`config.mk`:
```
export PLATFORM = sky130hd
export DESIGN_NAME = sar_phase_cell
export DESIGN_NICKNAME = d
export VERILOG_FILES = /design/src/rtl/sar_cell_pkg.sv /design/src/rtl/sar_cell_seq.sv /design/src/rtl/sar_cplx_mac.sv /design/src/rtl/sar_delay_line.sv /design/src/rtl/sar_phase_cell.sv
export SDC_FILE = /design/constraint.sdc
export NUM_CORES = 1
export LEC_CHECK = 0
export ABC_AREA = 1
export CAP_MARGIN = 20
export CELL_PAD_IN_SITES_DETAIL_PLACEMENT = 0
export CELL_PAD_IN_SITES_GLOBAL_PLACEMENT = 1
export CORE_MARGIN = 8
export CORE_UTILIZATION = 48
export CTS_CLUSTER_SIZE = 25
export DETAILED_ROUTE_END_ITERATION = 8
export PLACE_DENSITY_LB_ADDON = 0.1
export SKIP_CTS_REPAIR_TIMING = 1
export SKIP_LAST_GASP = 1
export SYNTH_ARGS = -nofsm -noshare
export SYNTH_HDL_FRONTEND = slang
export SYNTH_SLANG_ARGS = --single-unit
```
`constraint.sdc`:
```
create_clock -name clk -period 5.5 [get_ports clk]
set_clock_uncertainty 0.1 [all_clocks]
set_input_delay 0.55 -clock clk [delete_from_list [all_inputs] [get_ports clk]]
set_output_delay 0.55 -clock clk [all_outputs]
set_load 0.03 [all_outputs]
```
`src/rtl/sar_cell_pkg.sv`:
```
package sar_cell_pkg;
  // width of one complex product component for DW-bit operands
  function automatic int prod_width(input int dw);
    return 2 * dw + 1;
  endfunction

  // accumulator width: product plus growth over a full frame, plus guard bit
  function automatic int acc_width(input int dw, input int frame);
    return 2 * dw + 1 + $clog2(frame) + 1;
  endfunction
endpackage

```
`src/rtl/sar_cell_seq.sv`:
```
module sar_cell_seq #(
  parameter int ROWS  = 8,
  parameter int FRAME = 5,
  parameter int PHASE = 0
) (
  input  logic clk,
  input  logic rst_n,
  input  logic smp_en_i,
  input  logic frm_sync_i,
  output logic in_phase_o
);
  localparam int RW = (ROWS  > 1) ? $clog2(ROWS)  : 1;
  localparam int CW = (FRAME > 1) ? $clog2(FRAME) : 1;

  logic [RW-1:0] row_q, row_d, row_cur;
  logic [CW-1:0] col_q, col_d, col_cur;

  always_comb begin
    row_cur = frm_sync_i ? '0 : row_q;
    col_cur = frm_sync_i ? '0 : col_q;
    row_d   = row_q;
    col_d   = col_q;
    if (smp_en_i) begin
      if (row_cur == RW'(ROWS - 1)) begin
        row_d = '0;
        col_d = (col_cur == CW'(FRAME - 1)) ? '0 : col_cur + 1'b1;
      end else begin
        row_d = row_cur + 1'b1;
        col_d = col_cur;
      end
    end
  end

  assign in_phase_o = (col_cur == CW'(PHASE));

  always_ff @(posedge clk or negedge rst_n) begin
    if (!rst_n) begin
      row_q <= '0;
      col_q <= '0;
    end else begin
      row_q <= row_d;
      col_q <= col_d;
    end
  end


  sync_restart_chk: assert property (@(posedge clk) disable iff (!rst_n)
    (smp_en_i && frm_sync_i) |=> (row_q == RW'(1) && col_q == '0));

  idle_hold_chk: assert property (@(posedge clk) disable iff (!rst_n)
    !smp_en_i |=> ($stable(row_q) && $stable(col_q)));
endmodule

```
`src/rtl/sar_cplx_mac.sv`:
```
module sar_cplx_mac #(
  parameter int DW = 4,
  parameter int PW = 9
) (
  input  logic signed [DW-1:0] a_re,
  input  logic signed [DW-1:0] a_im,
  input  logic signed [DW-1:0] b_re,
  input  logic signed [DW-1:0] b_im,
  output logic signed [PW-1:0] p_re,
  output logic signed [PW-1:0] p_im
);
  logic signed [PW-1:0] ar, ai, br, bi;

  always_comb begin
    ar   = $signed({{(PW-DW){a_re[DW-1]}}, a_re});
    ai   = $signed({{(PW-DW){a_im[DW-1]}}, a_im});
    br   = $signed({{(PW-DW){b_re[DW-1]}}, b_re});
    bi   = $signed({{(PW-DW){b_im[DW-1]}}, b_im});
    p_re = ar * br - ai * bi;
    p_im = ar * bi + ai * br;
  end
endmodule

```
`src/rtl/sar_delay_line.sv`:
```
module sar_delay_line #(
  parameter int W     = 8,
  parameter int DEPTH = 8
) (
  input  logic         clk,
  input  logic         rst_n,
  input  logic         en_i,
  input  logic [W-1:0] d_i,
  output logic [W-1:0] q_o
);
  logic [W-1:0] st [DEPTH];

  always_ff @(posedge clk or negedge rst_n) begin
    if (!rst_n) begin
      for (int i = 0; i < DEPTH; i++) st[i] <= '0;
    end else if (en_i) begin
      st[0] <= d_i;
      for (int i = 1; i < DEPTH; i++) st[i] <= st[i-1];
    end
  end

  assign q_o = st[DEPTH-1];


  tail_hold_chk: assert property (@(posedge clk) disable iff (!rst_n)
    !en_i |=> $stable(q_o));
endmodule

```
`src/rtl/sar_phase_cell.sv`:
```
module sar_phase_cell
  import sar_cell_pkg::*;
#(
  parameter int ROWS      = 8,
  parameter int HALF_SPAN = 2,
  parameter int PHASE     = 0,
  parameter int DW        = 4,
  parameter int OW        = 12
) (
  input  logic                 clk,
  input  logic                 rst_n,
  input  logic                 smp_en_i,
  input  logic                 frm_sync_i,
  input  logic signed [DW-1:0] dat_re_i,
  input  logic signed [DW-1:0] dat_im_i,
  input  logic signed [DW-1:0] cof_re_i,
  input  logic signed [DW-1:0] cof_im_i,
  output logic signed [DW-1:0] cof_re_o,
  output logic signed [DW-1:0] cof_im_o,
  output logic                 img_oe_o,
  output logic signed [OW-1:0] img_re_o,
  output logic signed [OW-1:0] img_im_o
);
  localparam int FRAME = 2 * HALF_SPAN + 1;
  localparam int PW    = prod_width(DW);
  localparam int AW    = acc_width(DW, FRAME);

  logic                 in_phase;
  logic [2*DW-1:0]      cof_tail;
  logic signed [PW-1:0] p_re, p_im;
  logic [2*AW-1:0]      acc_tail, acc_wr;
  logic signed [AW-1:0] sum_re, sum_im;
  logic signed [OW-1:0] sat_re, sat_im;
  logic                 oe_d;
  logic signed [OW-1:0] re_d, im_d;

  sar_cell_seq #(.ROWS(ROWS), .FRAME(FRAME), .PHASE(PHASE)) u_seq (
    .clk(clk), .rst_n(rst_n), .smp_en_i(smp_en_i), .frm_sync_i(frm_sync_i),
    .in_phase_o(in_phase)
  );

  sar_delay_line #(.W(2*DW), .DEPTH(ROWS)) u_cof_line (
    .clk(clk), .rst_n(rst_n), .en_i(smp_en_i),
    .d_i({cof_re_i, cof_im_i}), .q_o(cof_tail)
  );

  assign cof_re_o = cof_tail[2*DW-1:DW];
  assign cof_im_o = cof_tail[DW-1:0];

  sar_cplx_mac #(.DW(DW), .PW(PW)) u_mac (
    .a_re(dat_re_i), .a_im(dat_im_i), .b_re(cof_re_o), .b_im(cof_im_o),
    .p_re(p_re), .p_im(p_im)
  );

  always_comb begin
    sum_re = $signed(acc_tail[2*AW-1:AW]) + $signed({{(AW-PW){p_re[PW-1]}}, p_re});
    sum_im = $signed(acc_tail[AW-1:0])    + $signed({{(AW-PW){p_im[PW-1]}}, p_im});
    acc_wr = in_phase ? '0 : {sum_re, sum_im};
  end

  sar_delay_line #(.W(2*AW), .DEPTH(ROWS)) u_acc_line (
    .clk(clk), .rst_n(rst_n), .en_i(smp_en_i),
    .d_i(acc_wr), .q_o(acc_tail)
  );

  generate
    if (OW >= AW) begin : g_wide
      assign sat_re = OW'(sum_re);
      assign sat_im = OW'(sum_im);
    end else begin : g_clamp
      localparam logic signed [AW-1:0] HI = AW'((1 << (OW-1)) - 1);
      localparam logic signed [AW-1:0] LO = -AW'(1 << (OW-1));
      always_comb begin
        if (sum_re > HI)      sat_re = OW'(HI);
        else if (sum_re < LO) sat_re = OW'(LO);
        else                  sat_re = OW'(sum_re);
        if (sum_im > HI)      sat_im = OW'(HI);
        else if (sum_im < LO) sat_im = OW'(LO);
        else                  sat_im = OW'(sum_im);
      end
    end
  endgenerate

  always_comb begin
    oe_d = smp_en_i && in_phase;
    re_d = oe_d ? sat_re : '0;
    im_d = oe_d ? sat_im : '0;
  end

  always_ff @(posedge clk or negedge rst_n) begin
    if (!rst_n) begin
      img_oe_o <= 1'b0;
      img_re_o <= '0;
      img_im_o <= '0;
    end else begin
      img_oe_o <= oe_d;
      img_re_o <= re_d;
      img_im_o <= im_d;
    end
  end


  oe_needs_strobe_chk: assert property (@(posedge clk) disable iff (!rst_n)
    img_oe_o |-> $past(smp_en_i));

  idle_bus_zero_chk: assert property (@(posedge clk) disable iff (!rst_n)
    !img_oe_o |-> (img_re_o == '0 && img_im_o == '0));

  phase_col_clear_chk: assert property (@(posedge clk) disable iff (!rst_n)
    (smp_en_i && in_phase) |-> (acc_wr == '0));
endmodule

```
==> flow_summary_export.csv, run 1 <==
group,metric,value,unit
synthesis,syn_avg_cell_area,9.038,sq um
timing,rsz0062_at_grt,"false",
outcome,violations,"negative hold slack",
worst_setup_path,required,5.82,ns
route,routedWlPerCell,14.61,um
synthesis,syn_area,0.01616,sq mm
route,drtAntennaViolNets,0,
layout,synthToLayoutAreaGrowth,14.90,%
worst_setup_path,worstSetupStartpointType,"flip-flop",
layout,final_common_cell,"nand2_1",
route,dr.pass1.iters,4,
global_route,grt_use_met2,27.39,%
clock_network,clk_pin_slew,0.06,ns
floorplan,rows,67,
worst_setup_path,critPathMaxFanout,11,
floorplan,dieWidth,199.5,um
route,vias_per_cell,4.811,
floorplan,io_pins,53,
worst_setup_path,cp_cell_sequence,"nand2_1 > inv_1 > fa_2 > inv_1 > fa_1 > inv_1 > fa_1 > fa_1 > inv_1 > fa_1 > inv_1 > ha_1 > nand2_1 > nand2_1 > o21bai_1 > nand2_1 > nand3_2 > inv_1 > nand2_2 > nand2_1 > nand2_1 > nand2_4 > nor2_1",
worst_setup_path,cp_slowest_cell,"fa_2",
route,vias,11290,
global_route,antenna_found_initial,2,
timing,slew_headroom,37.30,%
placement,placed_cell_area,0.01753,sq mm
global_route,groute.layer.met3.usage,2.088,%
worst_setup_path,critPathTopFamily,"adder cells",
clock_network,cts_max_level,1,
clock_network,clk_latency,0.55,ns
layout,layout.nets,2071,
timing,min_period,5.148,ns
placement,dp_hpwl,24380,um
synthesis,ys_ff_latch,303,
worst_setup_path,slowest_delay,0.59,ns
hold_path,min_path_type,"primary input to asynchronous set/reset pin",
floorplan,die_area,0.03979,sq mm
layout,mostFrequentLayoutCells,"nand2_1, inv_1, dfrtp_1",
placement,placement.io_buffers,52,
floorplan,initial_core_util,48.43,%
global_route,grt_max_degree,187,
synthesis,syn_nets,1985,
layout,drive_gt1_share,8.382,%
timing,finalSetupViolations,0,
synthesis,yosysSeqAreaShare,46.92,%
global_route,grt-ovfl-total,0,
worst_setup_path,critPathBufInv,6,
timing,fin_crit_sh,93.60,%
layout,fin_area,0.01857,sq mm
floorplan,die_y,199.5,um
route,drt-total-wl,34270,um
flow_run,drv_cap,0,
synthesis,yosys_warnings,0,
global_route,grt_usage,17.83,%
clock_network,cts-root-buf,"clkbuf_16",
timing,finalHoldViolCount,5,
timing,timing.fmax,194.2,MHz
synthesis,synth_top_area_share,46.92,%
timing,drv_slew,0,
route,remaining_drc_errors,0,
synthesis,netlist_instances,1788,
global_route,grt_util_met1,26.99,%
floorplan,core_area,0.03336,sq mm
synthesis,ys_top_cells_by_area,"dfrtp_1, fa_1, nand2_1",
global_route,grt_busiest_layer,"met2",
clock_network,numCtsBuffers,31,
worst_setup_path,criticalPathCategory,"flip-flop to flip-flop",
worst_setup_path,cp-end-kind,"flip-flop",
synthesis,yosys_most_used_dff,"dfrtp_1",
synthesis,synth_edf_count,0,
clock_network,clk_path_buf_depth,3,
timing,holdWs,-0.02305,ns
outcome,status,"finished, violations left",
clock_network,cts_tree,"yes",
global_route,grt_pass1_wl,57480,um
global_route,grt_pass1_vias,11140,
synthesis,synth_cell_type_count,34,
worst_setup_path,arrival,5.47,ns
layout,final_core_util,55.65,%
clock_network,clock-sinks,303,
timing,tightest_slew,0.9404,ns
placement,place.gp.congestion,0.8451,
synthesis,synth_top_cell_by_area,"dfrtp_1",
route,drtIter0Drc,703,
synthesis,async_reset_ff_share,100.0,%
==> cells by family after synthesis <==
group,Yosys count,share of synthesized area [%]
buf+inv,412,10.06
xor+xnor,23,1.293
fa+ha+maj,177,18.35
compound gates,280,8.897
simple gates,593,14.48
flops,303,46.92
==> area by class of cell <==
class / count / area, sq um
clock buffers: 49 / 943.4
clock inverters: 7 / 47.55
inverters: 329 / 1246
multi-input cells: 1073 / 6982
well taps: 448 / 560.5
diodes: 1 / 2.502
repair buffers: 136 / 1200
flip-flops and latches: 303 / 7585
fillers: 3121 / 14800
==> registers in the layout (all words and copies together) (netlist names) <==
signal          count
u_seq.row_q         3
u_cof_line.st      56
img_re_o           12
img_oe_o            1
u_seq.col_q         3
img_im_o           12
u_acc_line.st     182
u_acc_line.q_o     26
u_cof_line.q_o      8
==> metal layers <==
| metal | vias to the layer above | part of all wire [%] |
|---|---|---|
| met5 | - | 0 |
| met4 | 0 | 1.6 |
| met3 | 43 | 3.0 |
| met2 | 128 | 45 |
| met1 | 5536 | 50 |
| li1 | 5579 | - |
==> cells in the mapped netlist (all sizes together), types with 3 or more instances <==
cell and number:
nor2 53, clkbuf 45, xor2 11, nand4 6, or2 6, nand3 30, xnor2 12, buf 38
fa 100, nand2 497, inv 327, a22o 3, ha 77, o21ai 248, a21oi 19, o21bai 4
dfrtp 303
==> through the flow <==
step,TNS (ns),instances,hold WS [ns],worst slack (ns)
2_1_floorplan,0,1788,0.1544,0.2585
3_3_place_gp,-4.201,2289,0.3566,-0.2183
3_5_place_dp,-6.620,2289,0.3589,-0.2973
4_1_cts,0,2345,0.03323,0.2474
5_1_grt,0,2345,0.07356,0.006914
6_report,0,2346,-0.02305,0.3519
==> path summary, 6_finish.rpt <==
check	start	slack, ns	to	cells past startpoint
min in group clk	u_cof_line.st[59]	0.37	u_cof_line.st[59]	2
max	u_cof_line.q_o[4]	0.35	img_re_o[7]	23
min	rst_n	-0.02	u_acc_line.st[178]	1
max in group asynchronous	rst_n	4.07	u_acc_line.st[201]	2
max reg2reg	u_cof_line.q_o[4]	0.35	img_re_o[7]	23
min reg2reg	u_cof_line.st[59]	0.37	u_cof_line.st[59]	2
Power of run 1 is not shown: default switching activity piles up to over one toggle a cycle in this logic, so the estimate is an artifact.
==> run 2, diff against run 1 <==
- CTS_CLUSTER_DIAMETER: not set -> 100
==> flow_summary_export.csv, run 2 (same netlist as run 1, synthesis figures left out) <==
group,metric,value,unit
placement,dp_hpwl,24380,um
layout,synthToLayoutAreaGrowth,11.89,%
hold_path,min_path_type,"primary input to asynchronous set/reset pin",
layout,final_common_cell,"nand2_1",
floorplan,initial_core_util,48.43,%
floorplan,rows,67,
route,routedWlPerCell,14.72,um
timing,drv_slew,0,
worst_setup_path,criticalPathCategory,"flip-flop to flip-flop",
floorplan,core_area,0.03336,sq mm
worst_setup_path,cp_cell_sequence,"clkinv_1 > or2_2 > fa_1 > fa_1 > inv_1 > fa_1 > inv_1 > fa_1 > inv_1 > fa_1 > ha_1 > a21oi_1 > nand2_2 > nand3_1 > nand3_1 > inv_1 > nand3_1 > nand3_4 > nand2_2 > nor2_2",
placement,placed_cell_area,0.01753,sq mm
clock_network,clk_latency,0.52,ns
layout,largest_register_ffs,182,
timing,min_period,5.182,ns
layout,layout.nets,2059,
placement,place.gp.congestion,0.8451,
global_route,grt_pass1_vias,11010,
route,dr.pass1.iters,5,
layout,fin_area,0.01808,sq mm
timing,tightest_slew,0.9450,ns
floorplan,die_y,199.5,um
worst_setup_path,slowest_delay,0.54,ns
worst_setup_path,cp-end-kind,"flip-flop",
clock_network,cts-root-buf,"clkbuf_16",
placement,placement.io_buffers,52,
clock_network,numCtsBuffers,17,
floorplan,dieWidth,199.5,um
clock_network,cts_tree,"yes",
route,vias_per_cell,4.852,
route,remaining_drc_errors,0,
timing,slew_headroom,37.00,%
layout,top_register,"u_acc_line.st",
worst_setup_path,cp_slowest_cell,"fa_1",
layout,final_core_util,54.19,%
global_route,grt_pass1_wl,56700,um
global_route,grt_usage,17.61,%
flow_run,drv_cap,0,
layout,drive_gt1_share,7.350,%
clock_network,clk_path_buf_depth,3,
timing,finalSetupViolations,0,
route,drt-total-wl,34050,um
worst_setup_path,worstSetupStartpointType,"flip-flop",
worst_setup_path,required,5.82,ns
global_route,grt-ovfl-total,0,
route,drtIter0Drc,744,
layout,num-fill-cells,3155,
clock_network,clk_pin_slew,0.10,ns
timing,finalHoldViolCount,0,
global_route,grt_max_degree,187,
outcome,status,"finished, final reports clean",
worst_setup_path,critPathMaxFanout,6,
route,drtAntennaViolNets,0,
global_route,antenna_found_initial,2,
floorplan,io_pins,53,
timing,timing.fmax,193.0,MHz
worst_setup_path,arrival,5.51,ns
layout,mostFrequentLayoutCells,"nand2_1, inv_1, dfrtp_1",
clock_network,clock-sinks,303,
route,vias,11220,
timing,fin_crit_sh,94.21,%
floorplan,die_area,0.03979,sq mm
worst_setup_path,cpMostUsedCell,"fa_1",
clock_network,cts_max_level,1,
[run 2: cell count changes in the layout (fill, tap and decap cells not counted), sizes merged]
cell	previous run	this run
clkbuf	49	17
buf	86	88
clkinv	5	1
inv	329	331
clkinvlp	2	1
[run 2: path summary, 6_finish.rpt]
| check | cells past startpoint | startpoint | to | slack (ns) |
|---|---|---|---|---|
| setup / recovery | 20 | u_cof_line.q_o[7] | img_im_o[4] | 0.32 |
| min in group clk | 2 | u_cof_line.st[59] | u_cof_line.st[59] | 0.38 |
| hold / removal | 1 | rst_n | u_acc_line.st[178] | 0.007 |
| hold reg to reg | 2 | u_cof_line.st[59] | u_cof_line.st[59] | 0.38 |
| setup reg to reg | 20 | u_cof_line.q_o[7] | img_im_o[4] | 0.32 |
| max in group asynchronous | 2 | rst_n | img_im_o[3] | 4.01 |
[run 2: final cells by class]
| class | instances | area, sq um | area share [%] |
|---|---|---|---|
| Antenna cell | 1 | 2.502 | 0.01384 |
| Clock buffer | 17 | 425.4 | 2.353 |
| Clock inverter | 4 | 60.06 | 0.3322 |
| Inverter | 329 | 1246 | 6.892 |
| Multi-Input combinational cell | 1073 | 6984 | 38.63 |
| Sequential cell | 303 | 7587 | 41.96 |
| Tap cell | 448 | 560.5 | 3.100 |
| Timing Repair Buffer | 138 | 1215 | 6.719 |
[run 2: worst max-delay path, delay by kind of cell (launching register included)]
kind | cells | cell delay (ns)
AO/OA/AOI/OAI | 1 | 0.17
adder cells (fa/ha/maj) | 6 | 2.84
buffers and inverters | 5 | 0.40
flip-flops | 1 | 0.40
AND/OR/NAND/NOR | 8 | 1.18
[run 2: metrics by stage]
stage          setup slack, ns  hold WS (ns)  instances  setup TNS, ns
5_1_grt              -0.001908       0.09106       2312      -0.001908
6_report                0.3184      0.006578       2313              0
4_1_cts                 0.2119       0.05574       2310              0
2_1_floorplan           0.2585        0.1544       1788              0
3_3_place_gp           -0.2183        0.3566       2289         -4.201
3_5_place_dp           -0.2973        0.3589       2289         -6.620
[run 2: metal layers]
metal	share of wire [%]	track usage [%]	routed length (um)
met5	0	0	0
met4	1.6	3.460	531
met3	3.2	2.004	1093
met2	45	27.27	15340
met1	50	26.57	17090
Power of run 2 is left out for the same reason.
